### config.mk
export PLATFORM = sky130hd
export DESIGN_NAME = dual_tc_unit
export DESIGN_NICKNAME = d
export VERILOG_FILES = /design/src/rtl/tc_pkg.sv /design/src/rtl/tc_ctrl.sv /design/src/rtl/tc_datapath.sv /design/src/rtl/dual_tc_unit.sv
export SDC_FILE = /design/constraint.sdc
export NUM_CORES = 1
export LEC_CHECK = 0
export BUFFER_PORTS_ARGS = -buffer_cell sky130_fd_sc_hd__buf_2
export CORE_MARGIN = 2
export CORE_UTILIZATION = 61
export DETAILED_ROUTE_END_ITERATION = 8
export PLACE_DENSITY = 0.87
export SLEW_MARGIN = 0
export SYNTH_ARGS = -nofsm -noshare
export SYNTH_HDL_FRONTEND = slang
export SYNTH_HIERARCHICAL = 1
export SYNTH_SLANG_ARGS = --single-unit
### constraint.sdc
create_clock -name clk -period 3.08 [get_ports clk]
set_input_delay 0 -clock clk [delete_from_list [all_inputs] [get_ports clk]]
set_output_delay 0 -clock clk [all_outputs]
set_load 0.01 [all_outputs]
### src/rtl/tc_pkg.sv
package tc_pkg;
  localparam int ADDR_W = 3;
  localparam logic [ADDR_W-1:0] ADDR_MODE = 3'd0;
  localparam logic [ADDR_W-1:0] ADDR_CTRL = 3'd1;
  localparam logic [ADDR_W-1:0] ADDR_C0LO = 3'd2;
  localparam logic [ADDR_W-1:0] ADDR_C0HI = 3'd3;
  localparam logic [ADDR_W-1:0] ADDR_C1LO = 3'd4;
  localparam logic [ADDR_W-1:0] ADDR_C1HI = 3'd5;

  typedef enum logic [1:0] {
    GEO_13     = 2'b00,
    GEO_16     = 2'b01,
    GEO_RELOAD = 2'b10,
    GEO_SPLIT  = 2'b11
  } geo_t;

  // Strobes from control to datapath
  typedef struct packed {
    logic inc0;    // channel 0 (or its low byte in split mode) steps
    logic inc0Hi;  // channel 0 high byte steps in split mode
    logic inc1;    // channel 1 steps
  } tcStrobe_t;
endpackage

### src/rtl/tc_ctrl.sv
module tc_ctrl
  import tc_pkg::*;
#(
  parameter int DIV = 12,
  parameter int SYNC_STAGES = 2,
  parameter int CHANNELS = 2
) (
  input  logic                clk,
  input  logic                rstN,
  input  logic [CHANNELS-1:0] cntPin,
  input  logic [CHANNELS-1:0] gatePin,
  input  logic [7:0]          modeReg,
  input  logic [7:0]          ctrlReg,
  output tcStrobe_t           strobe
);
  localparam int PW = (DIV > 1) ? $clog2(DIV) : 1;
  localparam logic [PW-1:0] PRE_LAST = PW'(DIV - 1);

  logic [PW-1:0] preCnt;
  logic tick;

  always_ff @(posedge clk or negedge rstN) begin
    if (!rstN) preCnt <= '0;
    else if (preCnt == PRE_LAST) preCnt <= '0;
    else preCnt <= preCnt + PW'(1);
  end
  assign tick = (preCnt == PRE_LAST);

  logic [CHANNELS-1:0] chanInc;

  for (genvar g = 0; g < CHANNELS; g++) begin : chanG
    logic [SYNC_STAGES-1:0] cSync, gSync;
    logic sampCur, sampPrev, fallSeen, countEn, runOk;
    logic [3:0] nib;

    assign nib = modeReg[4*g +: 4];

    always_ff @(posedge clk or negedge rstN) begin
      if (!rstN) begin
        cSync    <= '0;
        gSync    <= '0;
        sampCur  <= 1'b0;
        sampPrev <= 1'b0;
      end else begin
        cSync <= {cSync[SYNC_STAGES-2:0], cntPin[g]};
        gSync <= {gSync[SYNC_STAGES-2:0], gatePin[g]};
        if (tick) begin
          sampCur  <= cSync[SYNC_STAGES-1];
          sampPrev <= sampCur;
        end
      end
    end

    // high sample followed by low sample: count on the following tick
    assign fallSeen = sampPrev & ~sampCur;
    assign countEn  = nib[2] ? (tick & fallSeen) : tick;
    assign runOk    = ctrlReg[4 + 2*g] & (~nib[3] | gSync[SYNC_STAGES-1]);
    assign chanInc[g] = runOk & countEn;
  end

  always_comb begin
    strobe.inc0   = chanInc[0];
    strobe.inc1   = chanInc[1] & (geo_t'(modeReg[5:4]) != GEO_SPLIT);
    strobe.inc0Hi = tick & ctrlReg[6] & (geo_t'(modeReg[1:0]) == GEO_SPLIT);
  end
endmodule

### src/rtl/tc_datapath.sv
module tc_datapath
  import tc_pkg::*;
#(
  parameter int CHANNELS = 2
) (
  input  logic              clk,
  input  logic              rstN,
  input  logic              regWrEn,
  input  logic [ADDR_W-1:0] regAddr,
  input  logic [7:0]        regWrData,
  input  logic [1:0]        intAck,
  input  tcStrobe_t         strobe,
  output logic [7:0]        regRdData,
  output logic [7:0]        modeReg,
  output logic [7:0]        ctrlReg,
  output logic [7:0]        c0Lo,
  output logic [7:0]        c0Hi,
  output logic [7:0]        c1Lo,
  output logic [7:0]        c1Hi
);
  // returns {overflow, hi, lo} after one step in the given geometry
  function automatic logic [16:0] stepCount(input geo_t geo, input logic [7:0] lo,
                                            input logic [7:0] hi);
    logic [16:0] r;
    r = {1'b0, hi, lo};
    case (geo)
      GEO_13: begin
        if (lo[4:0] == 5'h1F) begin
          r = {hi == 8'hFF, hi + 8'd1, lo[7:5], 5'h00};
        end else begin
          r = {1'b0, hi, lo[7:5], lo[4:0] + 5'd1};
        end
      end
      GEO_16:     r = {({hi, lo} == 16'hFFFF), {hi, lo} + 16'd1};
      GEO_RELOAD: r = (lo == 8'hFF) ? {1'b1, hi, hi} : {1'b0, hi, lo + 8'd1};
      default:    r = {lo == 8'hFF, hi, lo + 8'd1};
    endcase
    return r;
  endfunction

  logic wrCtrl;
  assign wrCtrl = regWrEn && (regAddr == ADDR_CTRL);

  for (genvar g = 0; g < CHANNELS; g++) begin : chan
    localparam logic [ADDR_W-1:0] A_LO = ADDR_C0LO + ADDR_W'(2*g);
    localparam logic [ADDR_W-1:0] A_HI = ADDR_C0HI + ADDR_W'(2*g);
    logic [7:0] loQ, hiQ, loN, hiN;
    logic incCh, ovfMain, ovfHi;
    logic [16:0] stepRes;

    assign incCh = (g == 0) ? strobe.inc0 : strobe.inc1;

    always_comb begin
      stepRes = stepCount(geo_t'(modeReg[4*g +: 2]), loQ, hiQ);
      loN = loQ;
      hiN = hiQ;
      ovfMain = 1'b0;
      ovfHi = 1'b0;
      if (incCh) {ovfMain, hiN, loN} = stepRes;
      if (g == 0 && strobe.inc0Hi) begin
        hiN   = hiQ + 8'd1;
        ovfHi = (hiQ == 8'hFF);
      end
    end

    always_ff @(posedge clk or negedge rstN) begin
      if (!rstN) begin
        loQ <= '0;
        hiQ <= '0;
      end else begin
        loQ <= (regWrEn && regAddr == A_LO) ? regWrData : loN;
        hiQ <= (regWrEn && regAddr == A_HI) ? regWrData : hiN;
      end
    end
  end

  logic set0, set1, split0;
  assign split0 = (geo_t'(modeReg[1:0]) == GEO_SPLIT);
  assign set0 = chan[0].ovfMain;
  assign set1 = split0 ? chan[0].ovfHi : chan[1].ovfMain;

  always_ff @(posedge clk or negedge rstN) begin
    if (!rstN) begin
      modeReg <= '0;
      ctrlReg <= '0;
    end else begin
      if (regWrEn && regAddr == ADDR_MODE) modeReg <= regWrData;
      if (wrCtrl) begin
        ctrlReg <= regWrData;
      end else begin
        if (intAck[0]) ctrlReg[5] <= 1'b0;
        else if (set0) ctrlReg[5] <= 1'b1;
        if (intAck[1]) ctrlReg[7] <= 1'b0;
        else if (set1) ctrlReg[7] <= 1'b1;
      end
    end
  end

  assign c0Lo = chan[0].loQ;
  assign c0Hi = chan[0].hiQ;
  assign c1Lo = chan[1].loQ;
  assign c1Hi = chan[1].hiQ;

  always_comb begin
    case (regAddr)
      ADDR_MODE: regRdData = modeReg;
      ADDR_CTRL: regRdData = ctrlReg;
      ADDR_C0LO: regRdData = c0Lo;
      ADDR_C0HI: regRdData = c0Hi;
      ADDR_C1LO: regRdData = c1Lo;
      ADDR_C1HI: regRdData = c1Hi;
      default:   regRdData = 8'h00;
    endcase
  end
endmodule

### src/rtl/dual_tc_unit.sv
module dual_tc_unit
  import tc_pkg::*;
#(
  parameter int DIV = 12,
  parameter int SYNC_STAGES = 2
) (
  input  logic       clk,
  input  logic       rstN,
  input  logic       regWrEn,
  input  logic [2:0] regAddr,
  input  logic [7:0] regWrData,
  output logic [7:0] regRdData,
  input  logic [1:0] cntPin,
  input  logic [1:0] gatePin,
  input  logic [1:0] intAck,
  output logic [1:0] ovfFlag
);
  tcStrobe_t strobe;
  logic [7:0] modeReg, ctrlReg, c0Lo, c0Hi, c1Lo, c1Hi;

  tc_ctrl #(.DIV(DIV), .SYNC_STAGES(SYNC_STAGES), .CHANNELS(2)) uCtrl (
    .clk(clk), .rstN(rstN), .cntPin(cntPin), .gatePin(gatePin),
    .modeReg(modeReg), .ctrlReg(ctrlReg), .strobe(strobe)
  );

  tc_datapath #(.CHANNELS(2)) uDp (
    .clk(clk), .rstN(rstN), .regWrEn(regWrEn), .regAddr(regAddr),
    .regWrData(regWrData), .intAck(intAck), .strobe(strobe),
    .regRdData(regRdData), .modeReg(modeReg), .ctrlReg(ctrlReg),
    .c0Lo(c0Lo), .c0Hi(c0Hi), .c1Lo(c1Lo), .c1Hi(c1Hi)
  );

  assign ovfFlag = {ctrlReg[7], ctrlReg[5]};
endmodule

After elaboration in Yosys (flattened, before gate mapping)

Cells that the tools add are included.

Word-level logic and storage cells: 121
Flip-flop bits (word level): 64

Muxes and demuxes: 29
Equality and inequality tests: 26
Reductions and logical operators: 21
Bitwise logic cells: 17
$add $sub $neg: 9

Operators with widths:

| kind                    | number |
|---|---|
| $pmux W17 S3            | 2 |
| $mux W8                 | 9 |
| $mux W17                | 4 |
| $pmux W8 S6             | 1 |
| $add A16 B1 Y16 const B | 2 |
| $add A8 B1 Y8 const B   | 4 |
| $eq A16 B16 Y1 const B  | 2 |
| $eq A8 B8 Y1 const B    | 4 |
| $mux W1                 | 12 |
| $reduce_bool A3 Y1      | 4 |
| $and A1 B1 Y1           | 11 |
| $add A5 B1 Y5 const B   | 2 |
| $eq A5 B5 Y1 const B    | 2 |
| $reduce_and A4 Y1       | 2 |
| $eq A2 B2 Y1 const B    | 3 |
| $eq A3 B2 Y1 const B    | 2 |
| $eq A3 B3 Y1 const B    | 2 |
| $logic_and A1 B1 Y1     | 6 |
| $ne A2 B1 Y1 const B    | 3 |
| $reduce_bool A2 Y1      | 3 |
| $add A4 B1 Y4 const B   | 1 |
| $eq A2 B1 Y1 const B    | 2 |
| $eq A4 B4 Y1 const B    | 1 |
| $logic_not A2 Y1        | 2 |
| other kinds (11)        | 16 |

Longest topological paths before layout

Depth in word-level cells: 11
Gate-level depth with buffers: 9
Gate-level depth less buffers: 9

By module

The synthesis kept the hierarchy.

Modules (own cells, without submodules):

| module      | cells an instance | sequential area each (µm²) | times used | area an instance (µm²) |
|---|---|---|---|---|
| tc_datapath | 445               | 1201.2                     | 1          | 3743.6 |
| tc_ctrl     | 42                | 400.4                      | 1          | 631.9 |

Worst setup path before layout

OpenSTA, ideal clock, no wires.

Kind: register to register
Start point: register uCtrl.preCnt[0]
End point: register uDp.chan[0].hiQ[6], in the netlist uDp/c0Hi[6]
Arrival time: 2.066 ns
Setup slack: 0.886 ns
Library setup time: 0.128 ns
Stages on the path, launching flop included: 10
Required time: 2.952 ns
Clock period less this slack: 2.194 ns
Cells stage by stage: dfrtp_1 ha_1 nand3b_4 a2111oi_2 nand2b_1 o21ai_1 clkbuf_1 o21ai_0 o21ai_0 a31oi_1

RTL lines:

| element                | line              | text |
|---|---|---|
| start, declared        | tc_ctrl.sv:19     | `logic [PW-1:0] preCnt;` |
| start signal, assigned | tc_ctrl.sv:25     | `else preCnt <= preCnt + PW'(1);` |
| end signal, assigned   | tc_datapath.sv:72 | `hiQ <= (regWrEn && regAddr == A_HI) ? regWrData : hiN;` |
| end, declared          | tc_datapath.sv:47 | `logic [7:0] loQ, hiQ, loN, hiN;` |

==> impl_metrics.tcl <==
set metrics [dict create \
    run_status "complete, no violations" \
    grt_use_total_pct 33.1 \
    cap_viol_max_count 0 \
    num_antenna_cells 0 \
    fillers 524 \
    ys_warn_count 6 \
    postSynthAreaPerCell_um2 8.98 \
    num-nets-final 553 \
    syn_area_um2 4380 \
    grt_pass1_vias 3799 \
    startpoint "uCtrl/preCnt[0]" \
    ys_ff_latch 64 \
    synth.net_count 515 \
    drt_iter0_drc 467 \
    die_y_um 88.7 \
    r2r_cells 9 \
    grt_overflow_total 0 \
    syn_to_final_growth_pct 14.0 \
    cts_made_buffers 9 \
    hold_slack_ns 0.0870 \
    max_freq_mhz 384 \
    vias 4095 \
    die_area_um2 7870 \
    hpwl_mm 8.58 \
    antenna_left 0 \
    netlist_instances 487 \
    crit_end "uDp/c0Hi[4]" \
    r2r_slack_ns 0.47 \
    drive_above_1_share_pct 17.5 \
    cts_root_buffer "clkbuf_8" \
    r2r_end "uDp/c0Hi[4]" \
    ys.flop_type "dfrtp_1" \
    routabilityCongestion 0.954 \
    r2r_start "uCtrl/preCnt[0]" \
    relSlewSlack_pct 47.9 \
    ir_drop_v 0.000526 \
    period_needed_ns 2.61 \
    period_share_pct 84.6 \
    fin_skew_ns 0.0118 \
    synth-edff-count 0 \
    start_kind "register" \
    p_per_area_nw_per_um2 606 \
    wirelength_mm 12.3 \
    rsz0062_at_grt "false" \
    die_w_um 88.7 \
    hold_class "input port to async pin" \
    yosysUniqueCellTypes 73 \
    drv_slew 0 \
    ys_async_sr_fraction_pct 100 \
    path_clk_slew_ns 0.08 \
    port_buffers 29 \
    required_ns 3.32 \
    arrival_ns 2.85 \
    grt_pass1_wl_mm 19.5 \
    start_util_pct 63.7 \
    critPathMaxFanout 11 \
    firstDrtPassIters 5 \
    worst_slew_pin_slew_ns 0.779 \
    clk_latency_ns 0.36 \
    vias_per_cell 6.54 \
    antenna_found_initial 0 \
    criticalPathCategory "register to register" \
    drc_errors 0 \
    endpoint_kind "register" \
    hold_violations 0 \
    synth_seq_area_share_pct 36.6 \
    wire_per_inst_um 19.6 \
    cts.path.max_buffers 2 \
    setup-tns-final_ns 0 \
    grt_max_degree 50 \
    rows 30 \
    clock-sinks 64 \
    cts_max_level 3 \
    cts_resized 0 \
    coreArea_um2 6870 \
    setup_viol_count_final 0 \
    leakage_nw 2.04 \
    io_pins 30 \
    cts_tree "done" \
]
==> how the worst min path moves through the flow <==
| stage | endpoint | slack, ns |
|---|---|---|
| after floorplan | uCtrl/chanG[0].cSync[0] | -0.30 |
| after global placement | uDp/c0Hi[3] | -0.06 |
| after detailed placement | uDp/c0Hi[0] | -0.06 |
| after CTS | uDp/c0Lo[7] | 0.09 |
| after global routing | uDp/c0Hi[1] | 0.12 |
| final | uDp/c0Lo[7] | 0.09 |
==> logic make-up after synthesis <==
kind of cell    after synthesis  share of synthesized area, %
compound gates              142                          20.8
simple gates                181                          24.0
buf+inv                      41                          3.89
fa+ha+maj                     8                          2.29
xor+xnor                     15                          3.00
mux                          36                          9.47
flops                        64                          36.6
==> cells in the final DEF (no fill, tap or decap), drive strengths merged, types with 4 or more instances in the layout <==
cell type | netlist | final
and3 | 7 | 7
nand4 | 7 | 7
buf | 15 | 39
o31a | 4 | 4
clkbuf | 13 | 9
mux2i | 17 | 17
o21ai | 39 | 39
nand2 | 31 | 31
ha | 8 | 8
nand2b | 11 | 11
a21oi | 49 | 49
inv | 13 | 15
mux2 | 17 | 17
dlygate4sd3 | 0 | 16
nor3 | 13 | 13
xnor2 | 8 | 8
a31oi | 8 | 8
and2 | 4 | 4
nor2 | 47 | 47
xor2 | 7 | 7
nand3 | 20 | 20
nor2b | 8 | 8
a211oi | 5 | 5
nor3b | 12 | 12
dfrtp | 64 | 64
==> layout make-up <==
cell class              instances  area, um^2  share of cell area (%)
clock buffers                   9         124                    2.48
flip-flops and latches         64        1600                    32.1
well taps                      96         120                    2.41
multi-input cells             382        2610                    52.3
repair buffers                 55         380                    7.63
clock inverters                 7         103                    2.06
inverters                      13        48.8                   0.978
==> critical path: stages, from the launching register on <==
cell and delay, ns:
dfrtp_1 0.40, ha_1 0.31, nand4b_1 0.24, nor2_1 0.45
inv_1 0.17, o21ai_1 0.11, buf_4 0.18, o21ai_0 0.13
or2_0 0.25, a32o_1 0.24
==> cell usage after synthesis, types with 4 or more instances <==
library cell / n / area, um^2
dfrtp_1: 64 / 1600
a21oi_1: 49 / 245
nor2_1: 47 / 176
o21ai_0: 36 / 180
nand2_1: 31 / 116
nand3_1: 18 / 90.1
mux2i_1: 17 / 170
buf_2: 13 / 65.1
clkbuf_1: 13 / 48.8
inv_1: 13 / 48.8
mux2_2: 13 / 146
nand2b_1: 11 / 68.8
nor3_1: 11 / 55.1
nor3b_1: 9 / 67.6
a31oi_1: 8 / 50.1
ha_1: 8 / 100
nor2b_1: 8 / 50.1
xnor2_1: 8 / 70.1
and3_1: 7 / 43.8
xor2_1: 7 / 61.3
a211oi_1: 5 / 37.5
nand4_1: 5 / 31.3
o31a_1: 4 / 35.0
==> per-stage QoR <==
step | setup WS (ns) | utilization [%] | area [um^2] | instances | power [mW]
floorplan | 0.886 | - | 4380 | 487 | 1.88
global placement | 0.683 | 67.0 | 4600 | 594 | 2.11
detailed placement | 0.567 | 67.0 | 4600 | 594 | 2.14
CTS | 0.532 | 72.6 | 4990 | 626 | 3.00
global route | 0.289 | 72.6 | 4990 | 626 | 3.19
finish | 0.475 | 72.6 | 4990 | 626 | 3.02
==> layer usage <==
layer  vias up  part of all wire, %  track usage [%]
met5         -                    0                0
met4         0                  2.5             14.2
met2       223                   46             48.9
met3        27                  8.2             7.09
li1       1879                    -                -
met1      1966                   44             46.9
==> flip-flops by register name, summed over array words and instances (netlist names), 4 cells and up <==
| signal | cells |
|---|---|
| uCtrl/chanG.cSync | 4 |
| uCtrl/chanG.gSync | 4 |
| uCtrl/preCnt | 4 |
| uDp/c0Hi | 8 |
| uDp/c0Lo | 8 |
| uDp/c1Hi | 8 |
| uDp/c1Lo | 8 |
| uDp/ctrlReg | 8 |
| uDp/modeReg | 8 |
==> where the power goes <==
part | internal (mW) | switching (mW) | total, mW
Sequential | 1.01 | 0.344 | 1.36
Clock | 0.464 | 0.376 | 0.839
Combinational | 0.399 | 0.424 | 0.823
==> timing repair <==
| action | CTS | global route |
|---|---|---|
| endpoints found under the hold margin | 43 | 0 |
| hold buffers | 16 | 0 |
| setup buffers | 0 | 0 |
(Power assumes the default switching activity.)
